### src/rtl/synth_loader_pkg.sv
package synth_loader_pkg;

  localparam int WORD_W  = 24;
  localparam int VCO_LSB = 0;
  localparam int VCO_W   = 9;
  localparam int VCO_MIN = 4;
  localparam int REF_LSB = 9;
  localparam int REF_W   = 7;
  localparam int REF_MIN = 1;

  // strobes from control to datapath, at most one set per cycle except fall+stbOn
  typedef struct packed {
    logic load;
    logic rise;
    logic fall;
    logic stbOn;
    logic stbOff;
  } loadCtrl_t;

endpackage

### src/rtl/synth_field_check.sv
module synth_field_check
  import synth_loader_pkg::*;
#(
  parameter int NUM_TARGETS = 5,
  parameter int SEL_W       = 3
) (
  input  logic [WORD_W-1:0] wordIn,
  input  logic [SEL_W-1:0]  selIn,
  output logic              wordOk
);

  logic [VCO_W-1:0] vcoField;
  logic [REF_W-1:0] refField;
  logic vcoOk, refOk, selOk;

  assign vcoField = wordIn[VCO_LSB +: VCO_W];
  assign refField = wordIn[REF_LSB +: REF_W];

  assign vcoOk  = (vcoField >= VCO_W'(VCO_MIN));
  assign refOk  = (refField >= REF_W'(REF_MIN));
  assign selOk  = (selIn < SEL_W'(NUM_TARGETS));
  // output-divide field and top bits carry no illegal codes
  assign wordOk = vcoOk && refOk && selOk;

endmodule

### src/rtl/synth_loader_ctrl.sv
module synth_loader_ctrl
  import synth_loader_pkg::*;
#(
  parameter int HALF_DIV = 2
) (
  input  logic      clk,
  input  logic      rstN,
  input  logic      wrEn,
  input  logic      wordOk,
  output loadCtrl_t ctl,
  output logic      busy,
  output logic      done,
  output logic      err
);

  localparam int CNT_W = $clog2(2 * HALF_DIV);
  localparam int BIT_W = $clog2(WORD_W);
  localparam logic [CNT_W-1:0] HALF_LAST = CNT_W'(HALF_DIV - 1);
  localparam logic [CNT_W-1:0] STB_LAST  = CNT_W'(2 * HALF_DIV - 1);
  localparam logic [BIT_W-1:0] BIT_LAST  = BIT_W'(WORD_W - 1);

  typedef enum logic [1:0] {S_IDLE, S_SHIFT, S_STROBE} state_t;

  state_t           state, stateNx;
  logic [CNT_W-1:0] cnt, cntNx;
  logic [BIT_W-1:0] bitCnt, bitNx;
  logic             hi, hiNx;
  logic             doneNx, errNx;

  always_comb begin
    ctl     = '0;
    stateNx = state;
    cntNx   = cnt;
    hiNx    = hi;
    bitNx   = bitCnt;
    doneNx  = 1'b0;
    errNx   = 1'b0;
    case (state)
      S_IDLE: begin
        if (wrEn) begin
          if (wordOk) begin
            ctl.load = 1'b1;
            stateNx  = S_SHIFT;
            cntNx    = '0;
            hiNx     = 1'b0;
            bitNx    = '0;
          end else begin
            errNx = 1'b1;
          end
        end
      end
      S_SHIFT: begin
        if (cnt == HALF_LAST) begin
          cntNx = '0;
          if (!hi) begin
            hiNx     = 1'b1;
            ctl.rise = 1'b1;
          end else begin
            hiNx     = 1'b0;
            ctl.fall = 1'b1;
            if (bitCnt == BIT_LAST) begin
              stateNx   = S_STROBE;
              ctl.stbOn = 1'b1;
              bitNx     = '0;
            end else begin
              bitNx = bitCnt + 1'b1;
            end
          end
        end else begin
          cntNx = cnt + 1'b1;
        end
      end
      S_STROBE: begin
        if (cnt == STB_LAST) begin
          cntNx      = '0;
          ctl.stbOff = 1'b1;
          doneNx     = 1'b1;
          stateNx    = S_IDLE;
        end else begin
          cntNx = cnt + 1'b1;
        end
      end
      default: stateNx = S_IDLE;
    endcase
  end

  always_ff @(posedge clk) begin
    if (!rstN) begin
      state  <= S_IDLE;
      cnt    <= '0;
      bitCnt <= '0;
      hi     <= 1'b0;
      done   <= 1'b0;
      err    <= 1'b0;
    end else begin
      state  <= stateNx;
      cnt    <= cntNx;
      bitCnt <= bitNx;
      hi     <= hiNx;
      done   <= doneNx;
      err    <= errNx;
    end
  end

  assign busy = (state != S_IDLE);

endmodule

### src/rtl/synth_loader_dp.sv
module synth_loader_dp
  import synth_loader_pkg::*;
#(
  parameter int NUM_TARGETS = 5,
  parameter int SEL_W       = 3
) (
  input  logic                   clk,
  input  logic                   rstN,
  input  loadCtrl_t              ctl,
  input  logic [WORD_W-1:0]      wrWord,
  input  logic [SEL_W-1:0]       wrSel,
  output logic                   serClk,
  output logic                   serData,
  output logic [NUM_TARGETS-1:0] strobe
);

  logic [WORD_W-1:0] shReg;
  logic [SEL_W-1:0]  selReg;

  always_ff @(posedge clk) begin
    if (!rstN) begin
      shReg  <= '0;
      selReg <= '0;
      serClk <= 1'b0;
    end else begin
      if (ctl.load) begin
        shReg  <= wrWord;
        selReg <= wrSel;
      end else if (ctl.fall) begin
        shReg <= {shReg[WORD_W-2:0], 1'b0};
      end
      if (ctl.rise) begin
        serClk <= 1'b1;
      end else if (ctl.fall) begin
        serClk <= 1'b0;
      end
    end
  end

  for (genvar i = 0; i < NUM_TARGETS; i++) begin : g_stb
    always_ff @(posedge clk) begin
      if (!rstN) begin
        strobe[i] <= 1'b0;
      end else if (ctl.stbOn) begin
        strobe[i] <= (selReg == SEL_W'(i));
      end else if (ctl.stbOff) begin
        strobe[i] <= 1'b0;
      end
    end
  end

  // after 24 shifts the register holds zeros, so data idles low
  assign serData = shReg[WORD_W-1];

endmodule

### src/rtl/synth_loader.sv
module synth_loader
  import synth_loader_pkg::*;
#(
  parameter int HALF_DIV    = 2,
  parameter int NUM_TARGETS = 5,
  parameter int SEL_W       = 3
) (
  input  logic                   clk,
  input  logic                   rstN,
  input  logic                   wrEn,
  input  logic [WORD_W-1:0]      wrWord,
  input  logic [SEL_W-1:0]       wrSel,
  output logic                   busy,
  output logic                   done,
  output logic                   err,
  output logic                   serClk,
  output logic                   serData,
  output logic [NUM_TARGETS-1:0] strobe
);

  loadCtrl_t ctl;
  logic      wordOk;

  synth_field_check #(
    .NUM_TARGETS(NUM_TARGETS),
    .SEL_W      (SEL_W)
  ) u_check (
    .wordIn(wrWord),
    .selIn (wrSel),
    .wordOk(wordOk)
  );

  synth_loader_ctrl #(
    .HALF_DIV(HALF_DIV)
  ) u_ctrl (
    .clk   (clk),
    .rstN  (rstN),
    .wrEn  (wrEn),
    .wordOk(wordOk),
    .ctl   (ctl),
    .busy  (busy),
    .done  (done),
    .err   (err)
  );

  synth_loader_dp #(
    .NUM_TARGETS(NUM_TARGETS),
    .SEL_W      (SEL_W)
  ) u_dp (
    .clk    (clk),
    .rstN   (rstN),
    .ctl    (ctl),
    .wrWord (wrWord),
    .wrSel  (wrSel),
    .serClk (serClk),
    .serData(serData),
    .strobe (strobe)
  );

endmodule

### config.mk
export PLATFORM = sky130hd
export DESIGN_NAME = synth_loader
export DESIGN_NICKNAME = d
export VERILOG_FILES = /design/src/rtl/synth_loader_pkg.sv /design/src/rtl/synth_field_check.sv /design/src/rtl/synth_loader_ctrl.sv /design/src/rtl/synth_loader_dp.sv /design/src/rtl/synth_loader.sv
export SDC_FILE = /design/constraint.sdc
export NUM_CORES = 1
export LEC_CHECK = 0
export BUFFER_PORTS_ARGS = -buffer_cell sky130_fd_sc_hd__buf_2
export CAP_MARGIN = 20
export CELL_PAD_IN_SITES_DETAIL_PLACEMENT = 1
export CELL_PAD_IN_SITES_GLOBAL_PLACEMENT = 1
export CORE_ASPECT_RATIO = 1.75
export CORE_UTILIZATION = 36
export CTS_CLUSTER_SIZE = 25
export DETAILED_ROUTE_END_ITERATION = 12
export PLACE_DENSITY = 0.85
export SETUP_SLACK_MARGIN = 0.2
export SLEW_MARGIN = 25
export SYNTH_ARGS = -nofsm -noshare
export SYNTH_HDL_FRONTEND = slang
export SYNTH_SLANG_ARGS = --single-unit
### constraint.sdc
create_clock -name clk -period 1.9 [get_ports clk]
set_clock_uncertainty 0.05 [all_clocks]
set_input_delay 0.38 -clock clk [delete_from_list [all_inputs] [get_ports clk]]
set_output_delay 0.38 -clock clk [all_outputs]
set_load 0.05 [all_outputs]
==> results of run 1 <==
-- power by group through the flow --
stage	combinational [mW]	clock [mW]	sequential [mW]
floorplan	0.289	0	1.07
global placement	0.467	0	1.07
detailed placement	0.487	0	1.07
CTS	0.548	0.651	1.05
global route	0.696	0.717	1.07
finish	0.652	0.657	1.06
-- logic make-up (layout without fill, tap and decap cells) --
family / after synthesis / in the layout / share of synthesized area, %
buf+inv: 29 / 96 / 5.93
flops: 45 / 45 / 41.1
fa+ha+maj: 7 / 7 / 3.99
compound gates: 66 / 66 / 23.7
mux: 1 / 1 / 0.456
simple gates: 123 / 123 / 24.8
-- worst max-delay path: cells and delay by family --
| kind | cells | cell delay [ns] |
|---|---|---|
| AOI/OAI and AO/OA | 4 | 0.95 |
| buffers and inverters | 2 | 0.25 |
| and+or+nand+nor | 1 | 0.54 |
-- placed cells by master, fill, tap and decap left out, types with 2 or more instances in the layout --
cell,n
a211oi_1,2
a21oi_1,7
a21oi_2,3
a2bb2oi_1,2
a311oi_1,11
a311oi_2,12
a32oi_1,3
buf_12,2
buf_2,34
buf_4,34
buf_6,6
clkbuf_8,5
clkinvlp_4,2
dfxtp_1,40
dfxtp_2,5
ha_1,2
ha_2,3
ha_4,2
inv_1,6
inv_2,2
inv_6,2
nand2_1,57
nand3_1,7
nand4_1,4
nand4b_1,2
nor2_1,21
nor2_2,7
nor2_4,6
nor3_1,3
o211ai_1,2
o21ai_0,2
o21ai_1,5
o41a_1,2
o41ai_1,2
or4_1,2
or4_4,3
-- flip-flops by register name (all words and copies together) (netlist names) --
register       cells
u_dp.shReg        24
u_ctrl.bitCnt      5
u_dp.strobe        5
u_dp.selReg        3
u_ctrl.cnt         2
u_ctrl.state       2
u_ctrl.done        1
u_ctrl.err         1
u_ctrl.hi          1
u_dp.serClk        1
-- layer usage --
metal	part of all wire, %	wire length (um)
met1	37	3050
met2	57	4720
met3	1.6	129
met4	4.2	344
met5	0	0
-- stage by stage --
stage | cells | setup WS, ns | area (um2)
after CTS | 414 | 0.0343 | 2920
final | 416 | -0.0504 | 3150
after global routing | 416 | -0.115 | 3150
after global placement | 398 | -0.280 | 2680
after detailed placement | 398 | -0.312 | 2680
after floorplan | 271 | -0.0681 | 2250
-- worst paths after layout --
kind / start / endpoint / slack (ns) / cells after the start
setup reg to reg: u_ctrl.cnt[1] / u_ctrl.bitCnt[1] / 0.14 / 7
setup / recovery: wrWord[12] / u_ctrl.bitCnt[1] / -0.05 / 7
hold reg to reg: u_dp.shReg[6] / u_dp.shReg[7] / 0.43 / 2
hold / removal: wrWord[0] / u_dp.shReg[0] / 0.27 / 3
-- final cells by class --
| class | count | area, um2 |
|---|---|---|
| Timing Repair Buffer | 78 | 586 |
| Multi-Input combinational cell | 197 | 1420 |
| Inverter | 10 | 41.3 |
| Fill cell | 719 | 2730 |
| Clock buffer | 5 | 68.8 |
| Tap cell | 78 | 97.6 |
| Clock inverter | 3 | 25.0 |
| Sequential cell | 45 | 907 |
-- timing repair --
| item | in CTS | in global routing |
|---|---|---|
| pin swaps | 6 | 3 |
| setup endpoints to repair | 43 | 43 |
| setup buffers | 7 | 1 |
| gates cloned | 1 | 1 |
| resized for setup | 16 | 47 |
==> metrics.md, run 1 <==
| Metric | Value |
|---|---|
| Switching power | 0.794 mW |
| Number of nets at the end of the flow | 374 |
| Crit Path Class | in2reg |
| Commonest cells post-synth | 57 x nand2_1, 45 x dfxtp_1, 34 x nor2_1, 21 x a311oi_1, 14 x clkbuf_1 |
| Clk buf depth | 2 |
| Ys Warns | 0 |
| Remaining design rule violation count | 0 |
| RSZ-0062 raised after global routing | yes |
| CTS tree | built |
| Max-slew violation count | 0 |
| Total routing usage reported by global routing | 24.2% |
| Most area-hungry cell type in the Yosys netlist | dfxtp_1 |
| Relative contribution of sequential cells to total power | 44.7% |
| Met2 usage in global routing | 45.2% |
| Cell at the slowest stage of the critical path | or4_4 |
| Global-route met1 utilization | 25.2% |
| Total internal power | 1.58 mW |
| Number of DRC markers in iteration 0 | 80 |
| Class of the tightest hold or removal check | in2reg |
| Count of state elements after synthesis | 45 |
| Cell types with the largest area share after synthesis | dfxtp_1 41%, nand2_1 9.8%, a311oi_1 8.4% |
| Number of antenna violations at the first check in global routing | 0 |
| Clock transition at the registers of the reported paths | 0.10 ns |
| Proportion of layout cells with a drive suffix above 1 | 41.7% |
| Worst-path cell chain | buf_6 > or4_4 > o41a_1 > a21oi_2 > buf_6 > o211ai_1 > o21ai_1 |
| Portion of the clock cycle consumed by the worst path in the final layout | 103% |
| Leading cell type by number of instances after synthesis | nand2_1 |
| Required time of the worst setup path | 2.07 ns |
| Overflow left after global routing | 0 |
| Number of instances in the synthesized netlist | 271 |
| Remaining antenna violation count | 0 |
| CTS Root Cell | clkbuf_8 |
| Result of the run | complete, but fails checks |
| Worst supply voltage drop on vdd | 0.540 mV |
| Total clock buffers created by CTS | 5 |
| Share of the core filled with cells | 53.5% |
| Endpoint kind of the worst setup timing path | register |
| Violations in the final reports | setup timing |
| Wire length of the first global-routing pass | 11600 um |
| Delay contributed by the slowest stage of the critical path | 0.54 ns |
| Gr busiest metal | met2 |
| Register area share after synthesis | 41.1% |
| Detail-routed via count per cell | 5.76 |
| Detailed placement HPWL | 5030 um |
| Die height | 105 um |
| Async set-or-reset flop fraction in the synthesized netlist | 0% |
| Switching power as a share of total power | 33.5% |
| Worst slew slack as a fraction of its limit | 71.5% |
| Gpl congestion | 0.819 |
| Peak clock frequency supported by timing | 513 MHz |
| Routed length per placed instance | 19.8 um |
| Port-buffer cells | 39 |
| Fraction of power consumed by combinational cells | 27.5% |
| Post-synthesis instance area | 2190 um2 |
| Via count | 2396 |
| Final setup fails | 4 |
| Number of placed I/O pins | 40 |
| Core outline area | 5880 um2 |
| CTS Hold Bufs | 0 |
| Crit path launch type | input pin |
| Number of maximum-capacitance violations | 0 |
| Number of iterations in the first detailed-routing pass | 4 |
| Post-route setup TNS | -0.116 ns |
| # rows | 37 |
| WL final | 8250 um |
| Number of nets produced by synthesis | 308 |
| Number of hold violations in the final report | 0 |
| Antenna cells | 0 |
| Data arrival time of the critical path | 2.12 ns |
| Area growth from synthesis to layout | 43.5% |
| Initial Util | 37.3% |
| Count of flip-flops with a built-in enable after synthesis | 0 |
| Mean Syn Cell Area | 8.09 um2 |
| Largest net degree at the start of global routing | 25 |
| Vias in the first global route | 2411 |
| Clock network fraction of total power | 27.7% |
| Worst Path Max Fanout | 6 |
| CTS sink cnt | 45 |
| Worst-Skew Late Latency | 0.32 ns |
| Tightest Pin Transition | 0.422 ns |
| Static Leak | 1.17 nW |
| Most frequently used flop master after synthesis | dfxtp_1 |
| Unique cell type count in the Yosys netlist | 43 |
| Most numerous cell on the critical path | buf_6 |
| Ratio of total power to cell area | 753 nW/um2 |
| Area of the die | 6420 um2 |
| Maximum level of the CTS H-tree | 2 |
| Fraction of synthesized cell area taken by the top area cell type | 41.1% |
| Met3 layer usage reported by global route | 2.82% |
| Final setup slack of the worst path | -0.0504 ns |
| Chip width | 61.0 um |
| Sum of internal, switching and leakage power | 2.37 mW |
| Time the worst path needs with I/O delays and setup | 1.95 ns |
| Hold slack | 0.266 ns |
Power figures use the tool's default switching activity.
==> run 2: changes to the inputs <==
==> constraint.sdc (replaced) <==
create_clock -name clk -period 1.6 [get_ports clk]
set_clock_uncertainty 0.05 [all_clocks]
set_input_delay 0.32 -clock clk [delete_from_list [all_inputs] [get_ports clk]]
set_output_delay 0.32 -clock clk [all_outputs]
set_load 0.05 [all_outputs]
==> run 2 against run 1 <==
The run still ends with setup timing left. Clock power is 15% higher. Sequential cell count stayed put. Highest routed layer unchanged. Core utilization is 3.4 points higher. Final cell count rose by 7.5%. Die area unchanged. Critical path type unchanged. Sequential share of layout area is 1.7 points lower.
==> metrics.md, run 2 (same netlist as run 1, synthesis figures left out) <==
| Metric | Value |
|---|---|
| Clock network fraction of total power | 26.8% (-0.9 points) |
| WL final | 8470 um (+2.8%) |
| Result of the run | complete, but fails checks |
| CTS Root Cell | clkbuf_8 |
| Area of the die | 6420 um2 (unchanged) |
| Antenna cells | 0 (unchanged) |
| Data arrival time of the critical path | 2.10 ns (-0.02 ns) |
| Total routing usage reported by global routing | 27.1% (+2.9 points) |
| Port-buffer cells | 39 (unchanged) |
| Total internal power | 1.92 mW (+22%) |
| Chip width | 61.0 um (unchanged) |
| Number of placed I/O pins | 40 (unchanged) |
| Ratio of total power to cell area | 840 nW/um2 (+12%) |
| Clock transition at the registers of the reported paths | 0.09 ns (about the same) |
| Violations in the final reports | setup timing |
| Relative contribution of sequential cells to total power | 44.8% (about the same) |
| Static Leak | 1.34 nW (+15%) |
| Initial Util | 37.3% (unchanged) |
| Class of the tightest hold or removal check | in2reg |
| Maximum level of the CTS H-tree | 2 (unchanged) |
| Total cell area at the placement stage | 2870 um2 (+7.2%) |
| Core outline area | 5880 um2 (unchanged) |
| Number of antenna violations at the first check in global routing | 0 (unchanged) |
| Time the worst path needs with I/O delays and setup | 1.92 ns |
| Routed length per placed instance | 19.0 um (-4.4%) |
| Register containing the most flip-flops in the final layout | u_dp.shReg |
| Overflow left after global routing | 0 (unchanged) |
| Total clock buffers created by CTS | 5 (unchanged) |
| Tightest Pin Transition | 0.359 ns (-0.0625 ns) |
| Worst Path Max Fanout | 6 (unchanged) |
| Clk buf depth | 2 (unchanged) |
| Fraction of power consumed by combinational cells | 28.4% (+0.9 points) |
| CTS sink cnt | 45 (unchanged) |
| Via count | 2535 (+5.8%) |
| Number of iterations in the first detailed-routing pass | 4 (unchanged) |
| Final setup fails | 38 (+34) |
| RSZ-0062 raised after global routing | yes |
| Remaining design rule violation count | 0 (unchanged) |
| Portion of the clock cycle consumed by the worst path in the final layout | 120% |
| Hold slack | 0.231 ns (-0.0349 ns) |
| Largest net degree at the start of global routing | 20 (-20%) |
| Wire length of the first global-routing pass | 12800 um (+11%) |
| Detail-routed via count per cell | 5.67 (-1.5%) |
| Number of maximum-capacitance violations | 0 (unchanged) |
| Remaining antenna violation count | 0 (unchanged) |
| Detailed placement HPWL | 5390 um (+7.0%) |
| Worst slew slack as a fraction of its limit | 76.0% (+4.5 points) |
| CTS tree | built |
| Layout filler cell count | 729 (+1.4%) |
| Endpoint kind of the worst setup timing path | register |
| Area growth from synthesis to layout | 52.5% |
| Crit path launch type | input pin |
| Switching power | 0.889 mW (+12%) |
| Number of DRC markers in iteration 0 | 71 (-11%) |
| Crit Path Class | in2reg |
| Proportion of layout cells with a drive suffix above 1 | 42.3% (+0.56 points) |
| Gpl congestion | 0.836 (+2.0%) |
| Biggest registers after layout | u_dp.shReg (24), u_ctrl.bitCnt (5), u_dp.strobe (5) |
| Worst supply voltage drop on vdd | 0.670 mV (+24%) |
| Peak clock frequency supported by timing | 522 MHz |
| Number of nets at the end of the flow | 406 (+8.6%) |
| Vias in the first global route | 2694 (+12%) |
| Number of hold violations in the final report | 0 (unchanged) |
| Required time of the worst setup path | 1.79 ns (-0.28 ns) |
| Post-layout instance area | 3350 um2 (+6.3%) |
| Worst-Skew Late Latency | 0.32 ns (about the same) |
| Number of flip-flops under the largest register name | 24 (unchanged) |
| Worst slack at placement | -0.618 ns (-0.306 ns) |
| Final setup slack of the worst path | -0.317 ns (-0.267 ns) |
| Die height | 105 um (unchanged) |
| Max-slew violation count | 0 (unchanged) |
| Most used cells in the layout excluding fill and tap cells | 57 x nand2_1, 57 x buf_4, 39 x dfxtp_1 |
| # rows | 37 (unchanged) |
| Switching power as a share of total power | 31.6% (-1.9 points) |
| Sum of internal, switching and leakage power | 2.81 mW (+19%) |
| Share of the core filled with cells | 56.9% (+3.4 points) |
## run 2: worst paths after layout
kind,start,end,slack [ns],cells past startpoint
setup / recovery,wrWord[13],u_ctrl.bitCnt[1],-0.32,8
hold / removal,wrWord[16],u_dp.shReg[16],0.23,3
setup reg to reg,u_ctrl.state[1],u_ctrl.bitCnt[4],-0.14,6
hold reg to reg,u_dp.shReg[10],u_dp.shReg[11],0.43,2
## run 2: final cells by class
class / count / area (um2) / share of cell area (%)
flip-flops and latches: 45 / 908 / 27.2
repair buffers: 110 / 843 / 25.2
inverters: 10 / 43.8 / 1.31
well taps: 78 / 97.6 / 2.92
clock buffers: 6 / 82.6 / 2.47
multi-input cells: 197 / 1360 / 40.7
clock inverters: 1 / 7.51 / 0.224
## run 2: repair_timing
| action | CTS | global route |
|---|---|---|
| endpoints found under the setup margin | 43 | 44 |
| gates cloned | 1 | 0 |
| setup buffers | 7 | 10 |
| hold buffers | 0 | 0 |
| pin swaps | 14 | 13 |
| gates resized for setup | 35 | 20 |
## run 2: worst max-delay path, cell delays in order
cell and delay, ns:
buf_6 0.09, or4_4 0.54, o41a_1 0.43, buf_4 0.17, a21oi_4 0.17, buf_6 0.15, o211ai_1 0.10, o21ai_1 0.13
## run 2: metrics by stage
| stage | std cells | setup TNS, ns |
|---|---|---|
| floorplan | 271 | -9.23 |
| global placement | 422 | -17.74 |
| global route | 447 | -10.72 |
| finish | 447 | -8.80 |
| CTS | 437 | -6.93 |
| detailed placement | 422 | -19.80 |
## run 2: layer usage
layer	global-route usage (%)	vias up	wire, um	share of wire (%)
met5	0	-	0	0
met4	12.7	0	344	4.1
met3	5.15	23	183	2.2
met2	49.6	53	4790	57
met1	27.8	1277	3160	37
li1	-	1182	-	-
## run 2: power by group through the flow
stage / combinational, mW / sequential (mW) / clock, mW
after global placement: 0.586 / 1.27 / 0
final: 0.799 / 1.26 / 0.753
after floorplan: 0.334 / 1.28 / 0
after detailed placement: 0.612 / 1.28 / 0
after global routing: 0.847 / 1.27 / 0.801
after CTS: 0.708 / 1.26 / 0.774
